===== config.mk =====
export PLATFORM = sky130hd
export DESIGN_NAME = sensor_cfg_regs
export DESIGN_NICKNAME = d
export VERILOG_FILES = /design/src/rtl/sensor_cfg_pkg.sv /design/src/rtl/cfg_frame_shifter.sv /design/src/rtl/cfg_addr_decode.sv /design/src/rtl/cfg_reg_bank.sv /design/src/rtl/sensor_cfg_regs.sv
export SDC_FILE = /design/constraint.sdc
export NUM_CORES = 1
export LEC_CHECK = 0
export BUFFER_PORTS_ARGS = -buffer_cell sky130_fd_sc_hd__buf_2
export CAP_MARGIN = 20
export CORE_UTILIZATION = 45
export DETAILED_ROUTE_END_ITERATION = 10
export MAX_ROUTING_LAYER = met4
export PLACE_DENSITY = 0.68
export SLEW_MARGIN = 15
export SYNTH_ARGS = -nofsm -noshare
export SYNTH_HDL_FRONTEND = slang
export SYNTH_SLANG_ARGS = --single-unit

===== constraint.sdc =====
create_clock -name clk -period 2.5 [get_ports clk]
set_clock_uncertainty 0.1 [all_clocks]
set_input_delay 0 -clock clk [delete_from_list [all_inputs] [get_ports clk]]
set_output_delay 0 -clock clk [all_outputs]
set_load 0.02 [all_outputs]

===== src/rtl/sensor_cfg_pkg.sv =====
package sensor_cfg_pkg;

   // Register index wide enough for any legal bank size (checked at elaboration)
   localparam int unsigned REG_IDX_W = 8;

   typedef logic [REG_IDX_W-1:0] reg_idx_t;

   // Result of decoding a frame address against the bank selection
   typedef struct packed {
      logic     legal;
      reg_idx_t idx;
   } dec_t;

endpackage


===== src/rtl/cfg_frame_shifter.sv =====
module cfg_frame_shifter #(
   parameter int unsigned ADDR_W = 3,
   parameter int unsigned DATA_W = 8
) (
   input  logic              clk,
   input  logic              rst_n,
   input  logic              sdata_i,
   input  logic              load_i,
   output logic              frame_ok_o,
   output logic [ADDR_W-1:0] addr_o,
   output logic [DATA_W-1:0] data_o
);

   localparam int unsigned FRAME_LEN = ADDR_W + DATA_W;
   localparam int unsigned CNT_W     = $clog2(FRAME_LEN + 1);
   localparam logic [CNT_W-1:0] CNT_FULL = CNT_W'(FRAME_LEN);

   logic [FRAME_LEN-1:0] shreg;
   logic [CNT_W-1:0]     count;

   // Rising-edge capture: MSB arrives first, so bits move toward the top
   always_ff @(posedge clk or negedge rst_n) begin
      if (!rst_n) begin
         shreg <= '0;
         count <= '0;
      end else if (load_i) begin
         count <= '0;
      end else begin
         shreg <= {shreg[FRAME_LEN-2:0], sdata_i};
         if (count != CNT_FULL) begin
            count <= count + 1'b1;
         end
      end
   end

   assign frame_ok_o = (count == CNT_FULL);
   assign addr_o     = shreg[FRAME_LEN-1 -: ADDR_W];
   assign data_o     = shreg[DATA_W-1:0];

endmodule


===== src/rtl/cfg_addr_decode.sv =====
module cfg_addr_decode
   import sensor_cfg_pkg::*;
#(
   parameter int unsigned ADDR_W    = 3,
   parameter int unsigned MAIN_REGS = 8,
   parameter int unsigned EXT_REGS  = 2,
   parameter int unsigned EXT_BASE  = 1
) (
   input  logic [ADDR_W-1:0] addr_i,
   input  logic              bank_sel_i,
   output dec_t              dec_o
);

   logic [31:0] addr_u;

   assign addr_u = 32'(addr_i);

   always_comb begin
      dec_o = '0;
      if (bank_sel_i) begin
         if (addr_u < MAIN_REGS) begin
            dec_o.legal = 1'b1;
            dec_o.idx   = reg_idx_t'(addr_u);
         end
      end else if ((addr_u >= EXT_BASE) && (addr_u < EXT_BASE + EXT_REGS)) begin
         dec_o.legal = 1'b1;
         dec_o.idx   = reg_idx_t'(MAIN_REGS + addr_u - EXT_BASE);
      end
   end

endmodule


===== src/rtl/cfg_reg_bank.sv =====
module cfg_reg_bank
   import sensor_cfg_pkg::*;
#(
   parameter int unsigned DATA_W    = 8,
   parameter int unsigned NUM_REGS  = 10,
   parameter int unsigned EDGE_REG  = 1,
   parameter int unsigned EDGE_BIT  = 7,
   parameter int unsigned POS_REG   = 4,
   parameter int unsigned NEG_REG   = 5,
   parameter int unsigned LINE_W    = 4,
   parameter int unsigned POS_FORCE = 2,
   parameter int unsigned NEG_FORCE = 5
) (
   input  logic                       clk,
   input  logic                       clear_n,
   input  logic                       wr_en_i,
   input  reg_idx_t                   wr_idx_i,
   input  logic [DATA_W-1:0]          wr_data_i,
   output logic                       edge_en_o,
   output logic [NUM_REGS*DATA_W-1:0] rd_flat_o
);

   logic [NUM_REGS*DATA_W-1:0] stored_flat;

   assign edge_en_o = stored_flat[EDGE_REG*DATA_W + EDGE_BIT];

   for (genvar i = 0; i < NUM_REGS; i++) begin : g_reg
      logic [DATA_W-1:0] q;
      logic              hit;

      assign hit = wr_en_i && (wr_idx_i == reg_idx_t'(i));
      assign stored_flat[i*DATA_W +: DATA_W] = q;

      if ((i == POS_REG) || (i == NEG_REG)) begin : g_locked
         localparam logic [LINE_W-1:0] FORCE_VAL =
            (i == POS_REG) ? LINE_W'(POS_FORCE) : LINE_W'(NEG_FORCE);

         // Upper field is always writable; the line field only without override
         always_ff @(negedge clk or negedge clear_n) begin
            if (!clear_n) begin
               q <= '0;
            end else if (hit) begin
               q[DATA_W-1:LINE_W] <= wr_data_i[DATA_W-1:LINE_W];
               if (!edge_en_o) begin
                  q[LINE_W-1:0] <= wr_data_i[LINE_W-1:0];
               end
            end
         end

         assign rd_flat_o[i*DATA_W +: DATA_W] =
            edge_en_o ? {q[DATA_W-1:LINE_W], FORCE_VAL} : q;
      end else begin : g_plain
         always_ff @(negedge clk or negedge clear_n) begin
            if (!clear_n) begin
               q <= '0;
            end else if (hit) begin
               q <= wr_data_i;
            end
         end

         assign rd_flat_o[i*DATA_W +: DATA_W] = q;
      end
   end

endmodule


===== src/rtl/sensor_cfg_regs.sv =====
module sensor_cfg_regs
   import sensor_cfg_pkg::*;
#(
   parameter int unsigned ADDR_W    = 3,
   parameter int unsigned DATA_W    = 8,
   parameter int unsigned EXT_REGS  = 2,
   parameter int unsigned EXT_BASE  = 1,
   parameter int unsigned EDGE_REG  = 1,
   parameter int unsigned EDGE_BIT  = 7,
   parameter int unsigned POS_REG   = 4,
   parameter int unsigned NEG_REG   = 5,
   parameter int unsigned LINE_W    = 4,
   parameter int unsigned POS_FORCE = 2,
   parameter int unsigned NEG_FORCE = 5
) (
   input  logic                                  clk,
   input  logic                                  rst_logic_n,
   input  logic                                  rst_reg_n,
   input  logic                                  sdata_i,
   input  logic                                  load_i,
   input  logic                                  bank_sel_i,
   output logic [((2**ADDR_W)+EXT_REGS)*DATA_W-1:0] regs_o
);

   localparam int unsigned MAIN_REGS = 2**ADDR_W;
   localparam int unsigned NUM_REGS  = MAIN_REGS + EXT_REGS;

   // Elaboration-time parameter checks
   if (NUM_REGS > 2**REG_IDX_W) begin : g_chk_idx
      $error("register count exceeds index width");
   end
   if (EXT_BASE + EXT_REGS > MAIN_REGS) begin : g_chk_ext
      $error("extra-bank addresses do not fit the address field");
   end
   if ((LINE_W == 0) || (LINE_W >= DATA_W)) begin : g_chk_line
      $error("line field must be narrower than a register");
   end
   if ((EDGE_REG == POS_REG) || (EDGE_REG == NEG_REG) || (POS_REG == NEG_REG)) begin : g_chk_roles
      $error("enable, positive and negative registers must differ");
   end
   if ((EDGE_BIT >= DATA_W) || (POS_REG >= NUM_REGS) || (NEG_REG >= NUM_REGS)
       || (EDGE_REG >= NUM_REGS)) begin : g_chk_range
      $error("register role out of range");
   end
   if ((POS_FORCE >= 2**LINE_W) || (NEG_FORCE >= 2**LINE_W)) begin : g_chk_force
      $error("forced code does not fit the line field");
   end

   logic              clear_n;
   logic              frame_ok;
   logic [ADDR_W-1:0] frame_addr;
   logic [DATA_W-1:0] frame_data;
   dec_t              dec;
   logic              wr_en;
   logic              edge_en;

   // Registers clear only while both resets are low
   assign clear_n = rst_logic_n | rst_reg_n;

   cfg_frame_shifter #(
      .ADDR_W (ADDR_W),
      .DATA_W (DATA_W)
   ) i_shifter (
      .clk        (clk),
      .rst_n      (rst_logic_n),
      .sdata_i    (sdata_i),
      .load_i     (load_i),
      .frame_ok_o (frame_ok),
      .addr_o     (frame_addr),
      .data_o     (frame_data)
   );

   cfg_addr_decode #(
      .ADDR_W    (ADDR_W),
      .MAIN_REGS (MAIN_REGS),
      .EXT_REGS  (EXT_REGS),
      .EXT_BASE  (EXT_BASE)
   ) i_decode (
      .addr_i     (frame_addr),
      .bank_sel_i (bank_sel_i),
      .dec_o      (dec)
   );

   assign wr_en = load_i && frame_ok && dec.legal;

   cfg_reg_bank #(
      .DATA_W    (DATA_W),
      .NUM_REGS  (NUM_REGS),
      .EDGE_REG  (EDGE_REG),
      .EDGE_BIT  (EDGE_BIT),
      .POS_REG   (POS_REG),
      .NEG_REG   (NEG_REG),
      .LINE_W    (LINE_W),
      .POS_FORCE (POS_FORCE),
      .NEG_FORCE (NEG_FORCE)
   ) i_bank (
      .clk       (clk),
      .clear_n   (clear_n),
      .wr_en_i   (wr_en),
      .wr_idx_i  (dec.idx),
      .wr_data_i (frame_data),
      .edge_en_o (edge_en),
      .rd_flat_o (regs_o)
   );

endmodule


==> results.cfg, run 1 <==
[status]
status = complete, but fails checks
failed_checks = setup timing

[timing]
setup_ws_ns = -0.8720
hold_viol_final = 0
hold-worst-slack_ns = 0.01856
slew_headroom_pct = 66.80
tightest_slew_ns = 0.4979
slew_violations = 0
tns_ns = -64.27
setup_violations = 83
rsz0062_at_grt = yes

[clock_network]
cts_buffer_depth = 2
htreeDepth = 3
cts_made_buffers = 9
clock_sinks = 95
clkTransAtPathRegs_ns = 0.09
cts_tree = done
cts_root_buf = clkbuf_8
clk_latency_ns = 0.36

[setup_path]
crit_type = flip-flop to flip-flop
cp.required_ns = 1.34
worst_setup_path_start_kind = flip-flop
path_max_fanout = 4
crit_path_end_kind = flip-flop
reg2reg_depth = 8
critPathArrivalTime_ns = 2.21

[placed_design]
gp_congestion = 0.8670
dp.final_hpwl_mm = 5.964
io_buffers = 85
dp_slack_ns = -0.8566
post-place-cells = 471

[synth]
seq_area_frac_synth_pct = 58.09
synth-edff-count = 0
synth-seq-cells = 95
synthFlopType = dfrtn_1
synthesis.nets = 283
syn_inst = 275
yosysUniqueCellTypes = 37
synthArstFlopShare_pct = 100.0
yosysWarnings = 0
syn_area_per_cell_um2 = 14.88
syn_area_um2 = 4093

[floorplanning]
die_w_um = 97.37
pin_count = 86
rows = 34
core_area_um2 = 8763
start_util_pct = 46.70
die_y_um = 97.37
die-area_um2 = 9480

[power_and_ir_drop]
p_per_area_nw_per_um2 = 640.7
p_leak_uw = 0.002928
vdd_drop_max_mv = 0.3639

[drt]
drt-total-wl_mm = 8.847
ant_nets = 0
dr.pass1.iters = 4
wl_per_cell_um = 17.87
initialDrtViolationCount = 109
viasPerCell = 5.044
vias = 2497
drcViolationCount = 0

[cells_and_area]
final_cell_mix = dfrtn_1 (80), buf_2 (77), mux2_4 (49)
seq_area_um2 = 2377
final_core_util_pct = 60.98
final_common_cell = dfrtn_1
fillers = 694
final_layout_size_suffix_gt1_share_pct = 66.41
fin_cells = 495
multi_input_area_um2 = 1793
syn2layout_area_growth_pct = 30.57
antenna_cells = 0
nets = 390

[grt]
grt_usage_pct = 20.40
grt_max_degree = 27
grt_pass1_vias = 2669
overflow = 0
grt_pass1_wl_mm = 14.56
antenna_found_initial = 0

[job]
maxCapViolCount = 0

[hold_path]
hold_path_class = input port to async pin
==> state kept, by name, indices dropped and copies added, names as in the netlist <==
register / cells
i_shifter.shreg: 11
i_bank.g.q: 80
i_shifter.count: 4
==> power breakdown <==
group	internal, uW	switching (uW)	leakage (uW)
combinational	339	339	0.00151
clock	452	524	0.000102
sequential	1600	170	0.00131
==> critical path, stage by stage, from the launching register on <==
cell and delay [ns]:
dfrtp_1 0.42, inv_6 0.04, ha_4 0.26, nor3b_4 0.18
o21ai_2 0.09, a22oi_1 0.20, and2_4 0.20, buf_4 0.15
mux2_4 0.30
==> metrics by stage <==
| stage | area (um2) | total power, uW |
|---|---|---|
| finish | 5344 | 3424 |
| global route | 5344 | 3587 |
| CTS | 5283 | 3445 |
| detailed placement | 4870 | 2339 |
| global placement | 4870 | 2318 |
| floorplan | 4210 | 2127 |
==> cell families after synthesis <==
logic type / synth area share (%)
flip-flops: 58.09
AND/OR/NAND/NOR: 6.664
adder cells (fa/ha/maj): 0.6113
buffers and inverters: 4.769
XOR/XNOR: 0.4281
multiplexers: 26.69
AO/OA/AOI/OAI: 2.751
==> final timing paths <==
kind                                                       start                          endpoint  slack (ns)
worst max-delay path              i_shifter.shreg[9]$_DFFE_PN0N_  i_bank.g_reg[7].q[2]$_DFFE_NN0P_       -0.87
worst min-delay path                                 rst_logic_n    i_shifter.shreg[0]$_DFFE_PN0N_        0.02
worst max register to register    i_shifter.shreg[9]$_DFFE_PN0N_  i_bank.g_reg[7].q[2]$_DFFE_NN0P_       -0.87
worst min register to register  i_bank.g_reg[4].q[2]$_DFFE_NN0P_  i_bank.g_reg[4].q[2]$_DFFE_NN0P_        0.35
max in group asynchronous                            rst_logic_n  i_bank.g_reg[1].q[3]$_DFFE_NN0P_        0.55
min in group clk                                         sdata_i    i_shifter.shreg[0]$_DFFE_PN0N_        0.32
==> cells in the mapped netlist, types with 2 or more instances <==
cell / n / area [um2]
dfrtn_1: 80 / 2002
mux2_2: 68 / 765.7
mux2_4: 16 / 240.2
dfrtp_1: 15 / 375.4
buf_4: 14 / 105.1
clkbuf_1: 9 / 33.78
nand2_1: 8 / 30.03
nor2_1: 7 / 26.28
mux2_1: 5 / 56.30
nor2b_1: 5 / 31.28
and2_1: 4 / 25.02
buf_6: 4 / 45.04
nand2_2: 4 / 25.02
or2_2: 4 / 25.02
mux2i_1: 3 / 30.03
o21ai_0: 3 / 15.01
a21oi_1: 2 / 10.01
ha_1: 2 / 25.02
inv_1: 2 / 7.510
nand3_1: 2 / 10.01
o22ai_2: 2 / 25.02
==> metal layers <==
metal	global-route usage [%]	vias up	part of all wire [%]
met5	-	-	0
met4	4.186	0	0.69
li1	-	1156	-
met1	28.85	1259	49
met3	5.540	6	4.9
met2	29.75	76	46
==> what timing repair did <==
action	in CTS	in global routing
gates resized for setup	47	18
setup buffers	7	0
setup endpoints to repair	89	89
hold endpoints to repair	17	0
hold buffers	3	0
pin swaps	11	3
==> area by class of cell <==
type	instances	area share [%]
Multi-Input combinational cell	150	33.55
Clock inverter	4	0.5151
Timing Repair Buffer	123	15.50
Tap cell	108	2.529
Inverter	3	0.3044
Clock buffer	12	3.114
Sequential cell	95	44.49
Note: power is estimated with default switching activity, not from simulation.
==> inputs of run 2 (changes only) <==
==> constraint.sdc (replaced) <==
create_clock -name clk -period 3.5 [get_ports clk]
set_clock_uncertainty 0.1 [all_clocks]
set_input_delay 0.7 -clock clk [delete_from_list [all_inputs] [get_ports clk]]
set_output_delay 0.7 -clock clk [all_outputs]
set_load 0.02 [all_outputs]
==> results.cfg, run 2 (synthesis results as in run 1) <==
[status]
status = complete, but fails checks
failed_checks = setup timing

[floorplanning]
core_area_um2 = 8763
start_util_pct = 46.70
die_w_um = 97.37
pin_count = 86
die_y_um = 97.37
die-area_um2 = 9480
rows = 34

[cells_and_area]
largest_registers = i_bank.g.q: 80 flops, i_shifter.shreg: 11 flops, i_shifter.count: 4 flops
final_layout_size_suffix_gt1_share_pct = 70.32
final_common_cell = dfrtn_1
antenna_cells = 0
final_core_util_pct = 66.42
final_cell_mix = dfrtn_1 (80), buf_4 (74), mux2_2 (53)
syn2layout_area_growth_pct = 42.22
nets = 404
fin_cells = 509
fillers = 626
top_register = i_bank.g.q
largest_reg_flops = 80

[timing]
hold_viol_final = 0
rsz0062_at_grt = yes
setup_ws_ns = -0.4223
hold-worst-slack_ns = 0.1823
slew_violations = 0
slew_headroom_pct = 66.85
tightest_slew_ns = 0.4973
setup_violations = 89

[setup_path]
cp.required_ns = 1.84
crit_path_end_kind = flip-flop
r2r_end = i_bank.g_reg[4].q[2]$_DFFE_NN0P_
reg2reg_from = i_shifter.shreg[9]$_DFFE_PN0N_
path_max_fanout = 4
cp_top_family = buffers and inverters
reg2reg_slack_ns = -0.42
crit_type = flip-flop to flip-flop
path_buf_inv = 4
cp_cell_sequence = inv_6 > ha_4 > buf_4 > nand2b_4 > a21oi_4 > o22ai_4 > buf_6 > buf_6 > nand2_4 > mux2_2
crit_path_top_delay_cell = dfrtp_1
critPathArrivalTime_ns = 2.26
worstSetupStartpoint = i_shifter.shreg[9]$_DFFE_PN0N_
reg2reg_depth = 10
cpMostUsedCell = buf_6
worst_setup_path_start_kind = flip-flop
max_stage_delay_ns = 0.43
cp.depth = 10
worstSetupEndpoint = i_bank.g_reg[4].q[2]$_DFFE_NN0P_

[hold_path]
hold_path_class = input port to async pin

[power_and_ir_drop]
p_per_area_nw_per_um2 = 436.0
p_leak_uw = 0.003002
power_uw = 2538
vdd_drop_max_mv = 0.2307

[grt]
grt_pass1_wl_mm = 14.71
grt_usage_pct = 20.98
grt_pass1_vias = 2656
antenna_found_initial = 0
overflow = 0
grt_max_degree = 32

[clock_network]
clk_latency_ns = 0.36
clkTransAtPathRegs_ns = 0.09
holdBufCountCts = 0
cts_root_buf = clkbuf_8
htreeDepth = 3
clock_sinks = 95
cts_buffer_depth = 2
cts_made_buffers = 9
cts_tree = done

[placed_design]
gp_congestion = 0.8829
io_buffers = 85
dp.final_hpwl_mm = 5.948
dp_slack_ns = -0.5344
post-place-cells = 471

[drt]
viasPerCell = 5.077
vias = 2584
drt-total-wl_mm = 9.298
ant_nets = 0
drcViolationCount = 0
wl_per_cell_um = 18.27
dr.pass1.iters = 4
initialDrtViolationCount = 62

[job]
maxCapViolCount = 0
-- run 2: changes by cell type in the layout (fill, tap and decap cells not counted), moves of 2 or more --
cell / change
buf_6: +38
mux2_4: -13
buf_4: +48
dlygate4sd3_1: -3
o22ai_4: +2
mux2_2: +14
buf_12: +3
buf_2: -72
o22ai_2: -2
-- run 2: layer usage --
metal,up-vias,GRT usage (%),wire [um]
met5,-,-,0
met2,74,32.11,4693
met1,1328,27.47,4087
met3,3,6.906,497
met4,0,4.412,19
li1,1179,-,-
-- run 2: final cells by class --
class                      instances  area, um2  share of cell area (%)
sequential                        95       2377                   40.84
multi-input combinational        150       1824                   31.34
timing repair buffer             137       1286                   22.10
clock buffer                      11      151.4                   2.601
tap                              108      135.1                   2.322
clock inverter                     5      30.03                  0.5159
inverter                           3      16.27                  0.2794
-- run 2: repair_timing --
action | CTS | global route
resized for setup | 71 | 112
endpoints found under the setup margin | 103 | 160
pin swaps | 10 | 4
buffers inserted | 10 | 15
-- run 2: how the worst min path moves through the flow --
| stage | cells after the start | start | slack [ns] | end |
|---|---|---|---|---|
| 3_5_place_dp | 1 | i_bank.g_reg[0].q[6]$_DFFE_NN0P_ | 0.34 | i_bank.g_reg[0].q[6]$_DFFE_NN0P_ |
| 4_1_cts | 2 | rst_logic_n | 0.17 | i_shifter.shreg[4]$_DFFE_PN0N_ |
| 6_report | 2 | rst_logic_n | 0.18 | i_shifter.shreg[4]$_DFFE_PN0N_ |
| 3_3_place_gp | 1 | i_bank.g_reg[0].q[6]$_DFFE_NN0P_ | 0.33 | i_bank.g_reg[0].q[6]$_DFFE_NN0P_ |
| 2_1_floorplan | 0 | rst_logic_n | 0.30 | i_shifter.count[0]$_DFFE_PN0P_ |
| 5_1_grt | 2 | rst_logic_n | 0.18 | i_shifter.count[3]$_DFFE_PN0P_ |
-- run 2: per-stage QoR --
stage / TNS (ns) / area [um2]
2_1_floorplan: -18.55 / 4218
3_3_place_gp: -34.92 / 4871
3_5_place_dp: -38.58 / 4871
4_1_cts: -26.88 / 5358
5_1_grt: -35.14 / 5821
6_report: -29.63 / 5821
-- run 2: power by group --
part | total [uW] | internal [uW] | switching (uW)
combinational | 600 | 294 | 306
sequential | 1270 | 1140 | 125
clock | 670 | 297 | 374
==> inputs of run 3 (changes only) <==
--- a/config.mk
+++ b/config.mk
@@ -14,4 +14,5 @@
 export SLEW_MARGIN = 15
 export SYNTH_ARGS = -nofsm -noshare
 export SYNTH_HDL_FRONTEND = slang
+export SYNTH_HIERARCHICAL = 1
 export SYNTH_SLANG_ARGS = --single-unit
==> constraint.sdc (replaced) <==
create_clock -name clk -period 3.5 [get_ports clk]
set_clock_uncertainty 0.1 [all_clocks]
set_input_delay 0.7 -clock clk [delete_from_list [all_inputs] [get_ports clk]]
set_output_delay 0.7 -clock clk [all_outputs]
set_load 0.05 [all_outputs]
==> results.cfg, run 3 <==
[status]
status = complete, but fails checks
failed_checks = setup timing

[grt]
antenna_found_initial = 0
grt_max_degree = 23
grt_pass1_wl_mm = 14.88
overflow = 0
grt_pass1_vias = 2843
grt_usage_pct = 20.94

[setup_path]
path_buf_inv = 1
crit_path_top_delay_cell = dfrtp_2
crit_path_end_kind = flip-flop
path_max_fanout = 8
cp_cell_sequence = ha_4 > nor2_4 > mux2i_1 > a22o_4 > nor4b_4 > buf_6 > nand4_4 > mux2_4
cp.required_ns = 1.84
cp_top_family = simple AND/OR/NAND/NOR gates
worst_setup_path_start_kind = flip-flop
max_stage_delay_ns = 0.47
critPathArrivalTime_ns = 2.39
crit_type = flip-flop to flip-flop

[cells_and_area]
final_cell_mix = mux2_2 (87), buf_6 (83), dfrtn_1 (80)
seq_area_um2 = 2380
largest_reg_flops = 80
fillers = 637
syn2layout_area_growth_pct = 42.23
fin_cells = 503
antenna_cells = 0
top_register = i_bank/g.q
largest_registers = i_bank/g.q: 80 flops, i_shifter/shreg: 11 flops, i_shifter/count: 4 flops
final_layout_size_suffix_gt1_share_pct = 68.61
multi_input_area_um2 = 1757
final_common_cell = mux2_2
nets = 399

[timing]
hold_viol_final = 0
rsz0062_at_grt = yes
tns_ns = -40.24
setup_ws_ns = -0.5546
setup_violations = 105
slew_violations = 0

[floorplanning]
core_area_um2 = 8763
die_w_um = 97.43
rows = 34
pin_count = 86
start_util_pct = 46.76
die-area_um2 = 9492
die_y_um = 97.43

[synth]
syn_area_um2 = 4098
synth-edff-count = 0
synth.area.top_cells = dfrtn_1 (49%), mux2_2 (25%), dfrtp_1 (9.2%)
yosysUniqueCellTypes = 40
yosysWarnings = 6
synth_top_area_share_pct = 48.85
syn_inst = 279
synthTopCellsByCount = mux2_2 (92), dfrtn_1 (80), buf_4 (15), dfrtp_1 (15), nor2b_1 (9)
synth.most_common_cell = mux2_2
synthArstFlopShare_pct = 100.0
seq_area_frac_synth_pct = 58.02
synth_top_cell_by_area = dfrtn_1
synth-seq-cells = 95
synthFlopType = dfrtn_1
syn_area_per_cell_um2 = 14.69

[power_and_ir_drop]
p_leak_uw = 0.002944
p_per_area_nw_per_um2 = 427.5
vdd_drop_max_mv = 0.2615

[drt]
viasPerCell = 5.205
dr.pass1.iters = 4
ant_nets = 0
drt-total-wl_mm = 9.180
wl_per_cell_um = 18.25
initialDrtViolationCount = 90
drcViolationCount = 0
vias = 2618

[placed_design]
dp.final_hpwl_mm = 6.055
gp_congestion = 0.8255
post-place-cells = 467
io_buffers = 85

[clock_network]
cts_made_buffers = 9
clkTransAtPathRegs_ns = 0.09
clk_latency_ns = 0.35
clock_sinks = 95
cts_root_buf = clkbuf_8
htreeDepth = 3
cts_buffer_depth = 2
cts_tree = done

[job]
maxCapViolCount = 0

[hold_path]
hold_path_class = input port to async pin
run 3: cell count changes after synthesis, sizes merged, moves of 2 or more:
cell	change
o21ai	-4
o22ai	-2
and2	-4
buf	+8
a21o	+2
nand2	-12
clkbuf	-6
nand4	+2
nand3	+7
and4bb	+2
nor2b	+3
mux2	+4
run 3: final cells by class:
type                    instances  area share [%]
flip-flops and latches         95           40.83
multi-input cells             156           30.14
repair buffers                126           22.99
clock buffers                  13           3.091
well taps                     108           2.319
clock inverters                 3          0.4079
inverters                       2          0.2147
run 3: path summary, 6_finish.rpt:
check / from / endpoint / slack (ns) / depth (start not counted)
setup / recovery: i_shifter/shreg[8]$_DFFE_PN0N_ / i_bank/g_reg[3].q[0]$_DFFE_NN0P_ / -0.55 / 8
hold / removal: rst_logic_n / i_shifter/count[1]$_DFFE_PN0P_ / 0.18 / 2
setup reg to reg: i_shifter/shreg[8]$_DFFE_PN0N_ / i_bank/g_reg[3].q[0]$_DFFE_NN0P_ / -0.55 / 8
hold reg to reg: i_bank/g_reg[4].q[1]$_DFFE_NN0P_ / i_bank/g_reg[4].q[1]$_DFFE_NN0P_ / 0.35 / 1
max in group asynchronous: rst_logic_n / i_bank/g_reg[8].q[6]$_DFFE_NN0P_ / 0.90 / 3
min in group clk: i_bank/g_reg[4].q[1]$_DFFE_NN0P_ / i_bank/g_reg[4].q[1]$_DFFE_NN0P_ / 0.35 / 1
run 3: stage by stage:
step / hold WS, ns / instance area [um2] / total power (uW) / util, % / setup slack, ns
floorplan: 0.3044 / 4278 / 1569 / - / -0.5407
global placement: 0.3409 / 4806 / 1696 / 54.84 / -0.6774
detailed placement: 0.3471 / 4806 / 1712 / 54.84 / -0.7257
CTS: 0.1730 / 5774 / 2494 / 65.89 / -0.5700
global route: 0.1935 / 5828 / 2596 / 66.50 / -0.6493
finish: 0.1799 / 5828 / 2492 / 66.50 / -0.5546
run 3: cell families after synthesis:
group,count (synthesis),share of synthesized area [%]
mux,95,26.14
flops,95,58.02
simple gates,47,8.580
buf+inv,31,4.916
compound gates,6,1.130
fa+ha+maj,3,0.9161
other cells,1,0.09152
xor+xnor,1,0.2138
run 3: routing by layer:
metal | up-vias | track usage (%) | routed length, um
met5 | - | - | 0
met4 | 0 | 6.222 | 102
met3 | 10 | 4.748 | 378
met2 | 62 | 34.16 | 4672
met1 | 1356 | 26.20 | 4027
li1 | 1190 | - | -
run 3: where the power goes:
part	total [uW]	internal, uW	switching, uW	leakage [uW]
registers	1280	1150	129	0.00131
clock network	721	342	378	0.0000970
logic	494	234	260	0.00154
total	2490	1720	767	0.00294
run 3: timing repair:
item,4_1_cts,5_1_grt
hold endpoints to repair,0,0
setup buffers,16,7
pin swaps,10,3
hold buffers,0,0
resized for setup,189,10
endpoints found under the setup margin,160,158
